<file path="src/rtl/sgpio_pkg.sv">
package sgpio_pkg;
  localparam int DIV_W    = 16;
  localparam int DIV_LSB  = 16;
  localparam int CNT_W    = 4;
  localparam int CNT_LSB  = 6;
  localparam int EN_BIT   = 0;
  localparam int ADDR_W   = 3;
  localparam int VAL_BASE = 1;
  localparam int RB_BASE  = 5;

  typedef enum logic [1:0] {
    PH_IDLE,
    PH_LOAD,
    PH_LOW,
    PH_HIGH
  } phase_t;
endpackage

</file>
<file path="src/rtl/sgpio_regs.sv">
module sgpio_regs
  import sgpio_pkg::*;
#(
  parameter int MAX_LINES = 80
) (
  input  logic                 clk,
  input  logic                 rst,
  input  logic                 wr_en,
  input  logic [ADDR_W-1:0]    addr,
  input  logic [31:0]          wdata,
  output logic [31:0]          rdata,
  output logic                 en_o,
  output logic [DIV_W-1:0]     div_o,
  output logic [CNT_W-1:0]     cnt_o,
  output logic [MAX_LINES-1:0] lines_o,
  input  logic [MAX_LINES-1:0] cap_i,
  input  logic                 commit_i
);
  // Banks are addressed at VAL_BASE+b and RB_BASE+b; three fit the 3-bit map.
  localparam int BANKS = (MAX_LINES + 31) / 32;
  localparam int FLAT  = BANKS * 32;
  localparam logic [FLAT-1:0] IMPL_MASK = (FLAT'(1) << MAX_LINES) - FLAT'(1);

  logic             en_q;
  logic [DIV_W-1:0] div_q;
  logic [CNT_W-1:0] cnt_q;
  logic [FLAT-1:0]  out_latch;
  logic [FLAT-1:0]  in_val;
  logic [31:0]      rd_word;
  logic [31:0]      rdata_q;
  logic             unused_bits;

  assign unused_bits = ^{wdata[DIV_LSB-1:CNT_LSB+CNT_W], wdata[CNT_LSB-1:EN_BIT+1]};

  always_ff @(posedge clk) begin
    if (rst) begin
      en_q      <= 1'b0;
      div_q     <= '0;
      cnt_q     <= '0;
      out_latch <= '0;
      in_val    <= '0;
      rdata_q   <= '0;
    end else begin
      if (wr_en && addr == ADDR_W'(0)) begin
        en_q  <= wdata[EN_BIT];
        div_q <= wdata[DIV_LSB +: DIV_W];
        cnt_q <= wdata[CNT_LSB +: CNT_W];
      end
      for (int b = 0; b < BANKS; b++) begin
        if (wr_en && addr == ADDR_W'(VAL_BASE + b))
          out_latch[b*32 +: 32] <= wdata & IMPL_MASK[b*32 +: 32];
      end
      if (commit_i)
        in_val <= FLAT'(cap_i);
      rdata_q <= rd_word;
    end
  end

  always_comb begin
    rd_word = '0;
    if (addr == ADDR_W'(0)) begin
      rd_word[DIV_LSB +: DIV_W] = div_q;
      rd_word[CNT_LSB +: CNT_W] = cnt_q;
      rd_word[EN_BIT]           = en_q;
    end
    for (int b = 0; b < BANKS; b++) begin
      if (addr == ADDR_W'(VAL_BASE + b)) rd_word = in_val[b*32 +: 32];
      if (addr == ADDR_W'(RB_BASE + b))  rd_word = out_latch[b*32 +: 32];
    end
  end

  assign rdata   = rdata_q;
  assign en_o    = en_q;
  assign div_o   = div_q;
  assign cnt_o   = cnt_q;
  assign lines_o = out_latch[MAX_LINES-1:0];


  value_hold_chk: assert property (@(posedge clk) disable iff (rst)
    !commit_i |=> $stable(in_val));
endmodule

</file>
<file path="src/rtl/sgpio_shifter.sv">
module sgpio_shifter
  import sgpio_pkg::*;
#(
  parameter int MAX_LINES = 80
) (
  input  logic                 clk,
  input  logic                 rst,
  input  logic                 en_i,
  input  logic [DIV_W-1:0]     div_i,
  input  logic [CNT_W-1:0]     cnt_i,
  input  logic [MAX_LINES-1:0] lines_i,
  input  logic                 sdin_i,
  output logic                 sclk_o,
  output logic                 sload_o,
  output logic                 sdout_o,
  output logic [MAX_LINES-1:0] cap_o,
  output logic                 commit_o
);
  localparam int IDX_W = $clog2(MAX_LINES + 1);

  phase_t               phase;
  logic [DIV_W-1:0]     hcnt;
  logic [DIV_W-1:0]     div_q;
  logic [IDX_W-1:0]     nbits;
  logic [IDX_W-1:0]     bitidx;
  logic [IDX_W-1:0]     bitidx_nx;
  logic [IDX_W-1:0]     nb_next;
  logic [MAX_LINES-1:0] snap;
  logic [MAX_LINES-1:0] cap;
  logic                 sclk_q, sload_q, sdout_q;
  logic                 half_done;
  logic                 last_bit;
  logic                 capture_now;
  int                   req_lines;

  always_comb begin
    req_lines = int'(cnt_i) * 8;
    nb_next   = IDX_W'((req_lines > MAX_LINES) ? MAX_LINES : req_lines);
  end

  assign half_done   = (hcnt == div_q);
  assign bitidx_nx   = bitidx + 1'b1;
  assign last_bit    = (bitidx == nbits - 1'b1);
  assign capture_now = en_i && phase == PH_LOW && half_done;
  assign commit_o    = en_i && half_done &&
                       ((phase == PH_HIGH && last_bit) ||
                        (phase == PH_LOAD && nbits == '0));

  always_ff @(posedge clk) begin
    if (rst || !en_i) begin
      phase   <= PH_IDLE;
      hcnt    <= '0;
      div_q   <= '0;
      nbits   <= '0;
      bitidx  <= '0;
      snap    <= '0;
      sclk_q  <= 1'b0;
      sload_q <= 1'b0;
      sdout_q <= 1'b0;
    end else begin
      hcnt <= half_done ? '0 : hcnt + 1'b1;
      unique case (phase)
        PH_IDLE: begin
          phase   <= PH_LOAD;
          sload_q <= 1'b1;
          sdout_q <= 1'b0;
          div_q   <= div_i;
          nbits   <= nb_next;
          snap    <= lines_i;
          hcnt    <= '0;
        end
        PH_LOAD: begin
          if (half_done) begin
            if (nbits == '0) begin
              sload_q <= 1'b1;
              div_q   <= div_i;
              nbits   <= nb_next;
              snap    <= lines_i;
            end else begin
              phase   <= PH_LOW;
              sload_q <= 1'b0;
              sdout_q <= snap[0];
              bitidx  <= '0;
            end
          end
        end
        PH_LOW: begin
          if (half_done) begin
            phase  <= PH_HIGH;
            sclk_q <= 1'b1;
          end
        end
        PH_HIGH: begin
          if (half_done) begin
            sclk_q <= 1'b0;
            if (last_bit) begin
              phase   <= PH_LOAD;
              sload_q <= 1'b1;
              sdout_q <= 1'b0;
              div_q   <= div_i;
              nbits   <= nb_next;
              snap    <= lines_i;
            end else begin
              phase   <= PH_LOW;
              bitidx  <= bitidx_nx;
              sdout_q <= snap[bitidx_nx];
            end
          end
        end
        default: phase <= PH_IDLE;
      endcase
    end
  end

  always_ff @(posedge clk) begin
    if (rst)
      cap <= '0;
    else if (capture_now)
      cap[bitidx] <= sdin_i;
  end

  assign cap_o   = cap;
  assign sclk_o  = sclk_q;
  assign sload_o = sload_q;
  assign sdout_o = sdout_q;


  disabled_idle_chk: assert property (@(posedge clk) disable iff (rst)
    !en_i |=> (!sclk_o && !sload_o && !sdout_o));


  strobe_clk_excl_chk: assert property (@(posedge clk) disable iff (rst)
    sload_o |-> !sclk_o);


  dout_change_low_chk: assert property (@(posedge clk) disable iff (rst)
    (sdout_o != $past(sdout_o)) |-> !sclk_o);


  idx_bound_chk: assert property (@(posedge clk) disable iff (rst)
    (phase == PH_LOW || phase == PH_HIGH) |-> (bitidx < nbits));
endmodule

</file>
<file path="src/rtl/sgpio_engine.sv">
module sgpio_engine
  import sgpio_pkg::*;
#(
  parameter int MAX_LINES = 80
) (
  input  logic        clk,
  input  logic        rst,
  input  logic        reg_wr,
  input  logic [2:0]  reg_addr,
  input  logic [31:0] reg_wdata,
  output logic [31:0] reg_rdata,
  output logic        ser_clk,
  output logic        ser_load,
  output logic        ser_dout,
  input  logic        ser_din
);
  logic                 en;
  logic [DIV_W-1:0]     div;
  logic [CNT_W-1:0]     cnt;
  logic [MAX_LINES-1:0] lines;
  logic [MAX_LINES-1:0] cap;
  logic                 commit;

  sgpio_regs #(.MAX_LINES(MAX_LINES)) u_regs (
    .clk      (clk),
    .rst      (rst),
    .wr_en    (reg_wr),
    .addr     (reg_addr),
    .wdata    (reg_wdata),
    .rdata    (reg_rdata),
    .en_o     (en),
    .div_o    (div),
    .cnt_o    (cnt),
    .lines_o  (lines),
    .cap_i    (cap),
    .commit_i (commit)
  );

  sgpio_shifter #(.MAX_LINES(MAX_LINES)) u_shift (
    .clk      (clk),
    .rst      (rst),
    .en_i     (en),
    .div_i    (div),
    .cnt_i    (cnt),
    .lines_i  (lines),
    .sdin_i   (ser_din),
    .sclk_o   (ser_clk),
    .sload_o  (ser_load),
    .sdout_o  (ser_dout),
    .cap_o    (cap),
    .commit_o (commit)
  );
endmodule

</file>
<file path="config.mk">
export PLATFORM = sky130hd
export DESIGN_NAME = sgpio_engine
export DESIGN_NICKNAME = d
export VERILOG_FILES = /design/src/rtl/sgpio_pkg.sv /design/src/rtl/sgpio_regs.sv /design/src/rtl/sgpio_shifter.sv /design/src/rtl/sgpio_engine.sv
export SDC_FILE = /design/constraint.sdc
export NUM_CORES = 1
export LEC_CHECK = 0
export BUFFER_PORTS_ARGS = -buffer_cell sky130_fd_sc_hd__buf_2
export CAP_MARGIN = 25
export CORE_MARGIN = 2
export CORE_UTILIZATION = 62
export DETAILED_ROUTE_END_ITERATION = 10
export PLACE_DENSITY = 0.79
export REMOVE_ABC_BUFFERS = 1
export SLEW_MARGIN = 20
export SYNTH_ARGS = -nofsm -noshare
export SYNTH_HDL_FRONTEND = slang
export SYNTH_HIERARCHICAL = 1
export SYNTH_SLANG_ARGS = --single-unit
</file>
<file path="constraint.sdc">
create_clock -name clk -period 3.4 [get_ports clk]
set_input_delay 0.68 -clock clk [delete_from_list [all_inputs] [get_ports clk]]
set_output_delay 0.68 -clock clk [all_outputs]
set_load 0.005 [all_outputs]
</file>
# == After elaboration in Yosys (flattened, before gate mapping) ==
# Cells that the tools add are included.
# classes
n_addsub,3
mul,0
n_div,0
magnitude_cmp,4
n_eq_ne,18
n_shift,0
muxes,54
bitwise_logic,0
n_reduce_logical,28
# op_table
op,count
$mux W80,4
$pmux W80 S3,1
$mux W32,4
$mux W16,7
$bwmux W80,1
$mux W7,9
$pmux W16 S3,1
$pmux W7 S3,1
$add A16 B1 Y16 const B,1
$eq A16 B16 Y1,1
$lt A7 B8 Y1 const B,2
$pmux W7 S2,1
$mux W1,13
$reduce_and A4 Y1,3
$logic_and A1 B1 Y1,11
$mux W2,5
$reduce_and A5 Y1,2
$eq A3 B3 Y1 const B,3
$ne A2 B1 Y1 const B,4
$pmux W2 S4,1
$add A7 B1 Y7 const B,1
$bmux W1 S7,1
$demux W1 S7,1
$eq A7 B7 Y1,1
20 further kinds,28
# word_totals
reg_bits,424
latch_bits,0
ramBits,0
rom_bits,0
input_bits,39
out_inout_bits,35
word_cells,126
memories,0

# == Longest topological paths before layout ==
# logic_depth
word_depth,8
mapped_depth,11
ltp_nobuf,9

# == Hierarchy ==
# The synthesis kept the hierarchy.
# modules_own_cells
module,n_inst,cells_per_inst,area_each_um2,seq_area_each_um2
sgpio_shifter,1,1141,9340.2,4164.0
sgpio_regs,1,944,8660.8,4264.1

# == Worst setup path after synthesis ==
# Ideal clock, no wire load.
# synth_path
kind,register to register
from,reg u_shift.bitidx[1]
to,"reg u_shift.sdout_q, in the netlist u_shift/sdout_o"
setup_ns,0.116
t_arrival_ns,2.480
required_ns,3.284
setup_slack_ns,0.804
stages_incl_launch_ff,8
path_buffers,1
period_less_slack_ns,2.596
path_cell_list,dfxtp_1 -> ha_1 -> buf_1 -> mux4_2 -> mux2_2 -> a211oi_1 -> o31ai_1 -> a41o_1
# synth_between
elab_chain_len,6
elab_cells_between_ends,7
classes_between,1 x add/sub; 1 x eq/ne; 5 x mux
# synth_lines
item,line,rtl
start: declaration,sgpio_shifter.sv:25,logic [IDX_W-1:0] bitidx;
start signal: assignment,sgpio_shifter.sv:105,bitidx <= bitidx_nx;
$add A7 B1 Y7,sgpio_shifter.sv:42,assign bitidx_nx = bitidx + 1'b1;
$bmux W1 S7,sgpio_shifter.sv:106,sdout_q <= snap[bitidx_nx];
$mux W1 (implied by the code),sgpio_shifter.sv:106,
$mux W1 (*),sgpio_shifter.sv:96,if (last_bit) begin
$mux W1 (*),sgpio_shifter.sv:94,if (half_done) begin
$pmux W1 S3 (*),sgpio_shifter.sv:62,unique case (phase)
end signal: assignment,sgpio_shifter.sv:82,sdout_q <= snap[0];
end signal: assignment,sgpio_shifter.sv:106,
end: declaration,sgpio_shifter.sv:30,"logic sclk_q, sload_q, sdout_q;"
# Mark *: on every way between the ends. The rest lies on a longest branch, timed or not. The select of a mux whose other input is x is not followed.
# A chain may end at the register's enable or synchronous reset.

# == Final worst setup path ==
# layout_path
from,reg u_shift.hcnt[2]
to,reg u_shift.snap[20]
# layout_between
elab_chain_len,3
elab_cells_between_ends,4
classes_between,3 x eq/ne; 1 x reduce/logical
# layout_lines
item,line,rtl
start: declaration,sgpio_shifter.sv:22,logic [DIV_W-1:0] hcnt;
start signal: assignment,sgpio_shifter.sv:61,hcnt <= half_done ? '0 : hcnt + 1'b1;
$eq A16 B16 Y1 (*),sgpio_shifter.sv:41,assign half_done = (hcnt == div_q);
$ne A2 B1 Y1 (no source line),--,
$reduce_and A5 Y1 (no source line) (*),--,
end signal: assignment,sgpio_shifter.sv:69,snap <= lines_i;
end signal: assignment,sgpio_shifter.sv:78,snap <= lines_i;
end signal: assignment,sgpio_shifter.sv:102,snap <= lines_i;
end: declaration,sgpio_shifter.sv:28,logic [MAX_LINES-1:0] snap;
# Mark *: on every way between the ends. The rest lies on a longest branch, timed or not.

==> results.py <==
metrics = {
    "run_status": {
        "outcome": "finished clean",
    },
    "clock_network": {
        "cts-root-buf": "clkbuf_16",
        "hold_buffers": 0,
        "clk_latency_ps": 550,
        "clk_pin_slew_ps": 60,
        "cts.sinks": 421,
        "cts-htree-levels": 2,
        "cts.path.max_buffers": 3,
        "cts_setup_buffers": 0,
        "ctsResizeCount": 0,
        "numCtsBuffers": 43,
        "cts_tree": "yes",
    },
    "global_routing": {
        "grt_first_pass_wirelength_mm": 77.8,
        "grt_pass1_vias": 14245,
        "grtUsageTotal_pct": 32.1,
        "grt_antenna_before_repair": 2,
        "grt_start_max_net_pins": 169,
        "overflow": 0,
    },
    "detailed_routing": {
        "firstDrtPassIters": 6,
        "vias": 15408,
        "drc": 0,
        "wl_mm": 50.2,
        "viasPerCell": 6.17,
        "antenna_left": 0,
        "dr.first_iter.drc_count": 1866,
        "wire_per_inst_um": 20.1,
    },
    "power_and_ir_drop": {
        "p_leak_nw": 6.62,
        "p_per_area_mw_per_mm2": 513,
        "vdd_drop_max_v": 0.000391,
        "p_total_mw": 10.2,
    },
    "floorplanning": {
        "die_area_mm2": 0.0304,
        "die_y_um": 174,
        "coreArea_mm2": 0.0286,
        "ios": 74,
        "num_rows": 62,
        "start_util_pct": 62.9,
        "fp.dieW_um": 174,
    },
    "timing": {
        "rsz0062_at_grt": "no",
        "clock_skew_ps": 22.0,
        "finalMaxSlewViolations": 0,
        "hold_viol_final": 0,
        "setup_viol": 0,
        "whs_ps": 391,
        "worstMarginPinSlew_ps": 970,
        "fmaxAchievable_mhz": 321,
        "slew_headroom_pct": 34.9,
        "min_period_ps": 3110,
        "period_share_pct": 91.5,
    },
    "critical_path": {
        "r2r_cells": 8,
        "worstSetupPathType": "reg2reg",
        "slowest_delay_ps": 720,
        "cp.required_ps": 3850,
        "crit_fanout": 29,
        "startpoint_type": "flop",
        "cp_data_arrival_time_ps": 3560,
        "r2r_setup_slack_ps": 290,
        "cp_cell_sequence": "xor2_1, nor4_4, and4_1, a21oi_1, o21ai_4, buf_4, nand2_1, a21oi_1",
        "crit_top_cell": "a21oi_1",
        "worstReg2RegEnd": "u_shift/snap[20]",
        "cpMaxStageDelayCell": "o21ai_4",
        "worstSetupEndpointType": "flop",
        "r2r-start": "u_shift/hcnt[2]",
    },
    "yosys": {
        "synth_area_leaders": "dfxtp_1 (47%), nand2_1 (11%), a21oi_1 (7.7%)",
        "ys_warn_count": 6,
        "async_flop_share_pct": 0,
        "synthesis.area_mm2": 0.0180,
        "yosys.cell_types.count": 76,
        "synthCells": 2085,
        "avgSynthCellArea_um2": 8.63,
        "synth.largest_area_cell": "dfxtp_1",
        "ys_seq_elements": 421,
        "synth_edf_count": 0,
        "yosysSeqAreaShare_pct": 46.8,
        "synth.top_cell.area_share_pct": 46.8,
        "synth_ff_type": "dfxtp_1",
    },
    "place": {
        "gp_congestion": 0.863,
        "io_buffer_count": 73,
        "post-place-cells": 2416,
        "place_hpwl_mm": 31.7,
    },
    "finish": {
        "final_cell_mix": "nand2_1 (522), dfxtp_1 (421), a21oi_1 (276)",
        "fin_nets": 2121,
        "drive_above_1_share_pct": 14.1,
        "post-route-util_pct": 69.4,
        "num-fill-cells": 2156,
        "fin_cells": 2498,
        "multi_input_area_mm2": 0.00862,
        "layout_commonest_cell": "nand2_1",
        "synthToLayoutAreaGrowth_pct": 10.3,
        "seq_area_mm2": 0.00843,
    },
    "min_path": {
        "min_path_type": "in2reg",
        "hold_path_depth": 3,
        "worstHoldStart": "reg_wdata[29]",
        "hold_end": "u_regs/out_latch[61]",
    },
    "flow_run": {
        "drv_cap": 0,
    },
}
## flip-flops by register name, summed over array words and instances, names as in the netlist, 2 cells and up
name	flops
u_shift/phase	2
u_regs/in_val	80
u_shift/cap_o	80
u_regs/cnt_o	4
u_regs/rdata	32
u_shift/hcnt	16
u_shift/div_q	16
u_shift/snap	80
u_shift/bitidx	7
u_shift/nbits	4
u_regs/out_latch	80
u_regs/div_o	16
## cells by family after synthesis
group / Yosys count / synth area share, %
buf+inv: 183 / 5.59
simple gates: 853 / 20.9
flops: 421 / 46.8
mux: 157 / 10.7
fa+ha+maj: 4 / 0.278
compound gates: 428 / 13.8
xor+xnor: 39 / 1.90
## critical path, delay by kind of cell, from the launching register on
| family | cells | cell delay (ps) |
|---|---|---|
| flip-flops | 1 | 430 |
| buffers and inverters | 1 | 390 |
| AND/OR/NAND/NOR | 3 | 920 |
| AO/OA/AOI/OAI | 3 | 1110 |
| XOR/XNOR | 1 | 150 |
## cells in the mapped netlist, types with 12 or more instances
master and number:
nand2_1 522, dfxtp_1 421, a21oi_1 276, nor2_1 181, mux2i_1 107, clkbuf_1 62, buf_2 61, nand3_1 47
o21ai_0 40, xor2_1 29, a32oi_1 27, mux4_2 26, mux2_2 24, a21oi_2 20, buf_6 19, a22oi_1 16
buf_4 13, a311oi_1 12
## how the worst max path moves through the flow
stage | endpoint | depth (start not counted) | slack [ps] | startpoint
after CTS | u_shift/snap[20] | 8 | 350 | u_shift/hcnt[2]
after global routing | u_shift/snap[16] | 8 | 150 | u_shift/hcnt[2]
final | u_shift/snap[20] | 8 | 290 | u_shift/hcnt[2]
after global placement | u_shift/snap[18] | 8 | 560 | u_shift/hcnt[12]
after floorplan | u_regs/in_val[0] | 8 | -7830 | u_shift/bitidx[0]
after detailed placement | u_shift/snap[35] | 8 | 450 | u_shift/hcnt[12]
## per-layer routing
metal / vias up / global-route usage (%) / wire (µm)
li1: 7091 / - / -
met1: 7358 / 44.1 / 20400
met2: 806 / 51.4 / 23200
met3: 151 / 5.27 / 4900
met4: 2 / 11.5 / 1730
met5: - / 0 / 12
## stage by stage
step	setup TNS [ps]	cell area (µm²)	setup WS (ps)
after CTS	0	19800	348
final	0	19900	288
after detailed placement	0	18400	452
after global routing	0	19900	152
after global placement	0	18400	561
after floorplan	-661960	17000	-7830
## layout make-up
type                       count  share of cell area (%)
multi-input combinational   1481                    43.4
sequential                   421                    42.4
clock buffer                  64                    6.38
timing repair buffer         119                    4.06
tap                          384                    2.42
clock inverter                16                    1.04
inverter                      12                   0.227
antenna                        1                  0.0126
## power breakdown
part | switching, mW | total, mW | internal [mW]
logic | 0.251 | 0.346 | 0.0950
clock network | 1.96 | 4.86 | 2.90
registers | 0.0274 | 4.99 | 4.96
Power figures use the tool's default switching activity.
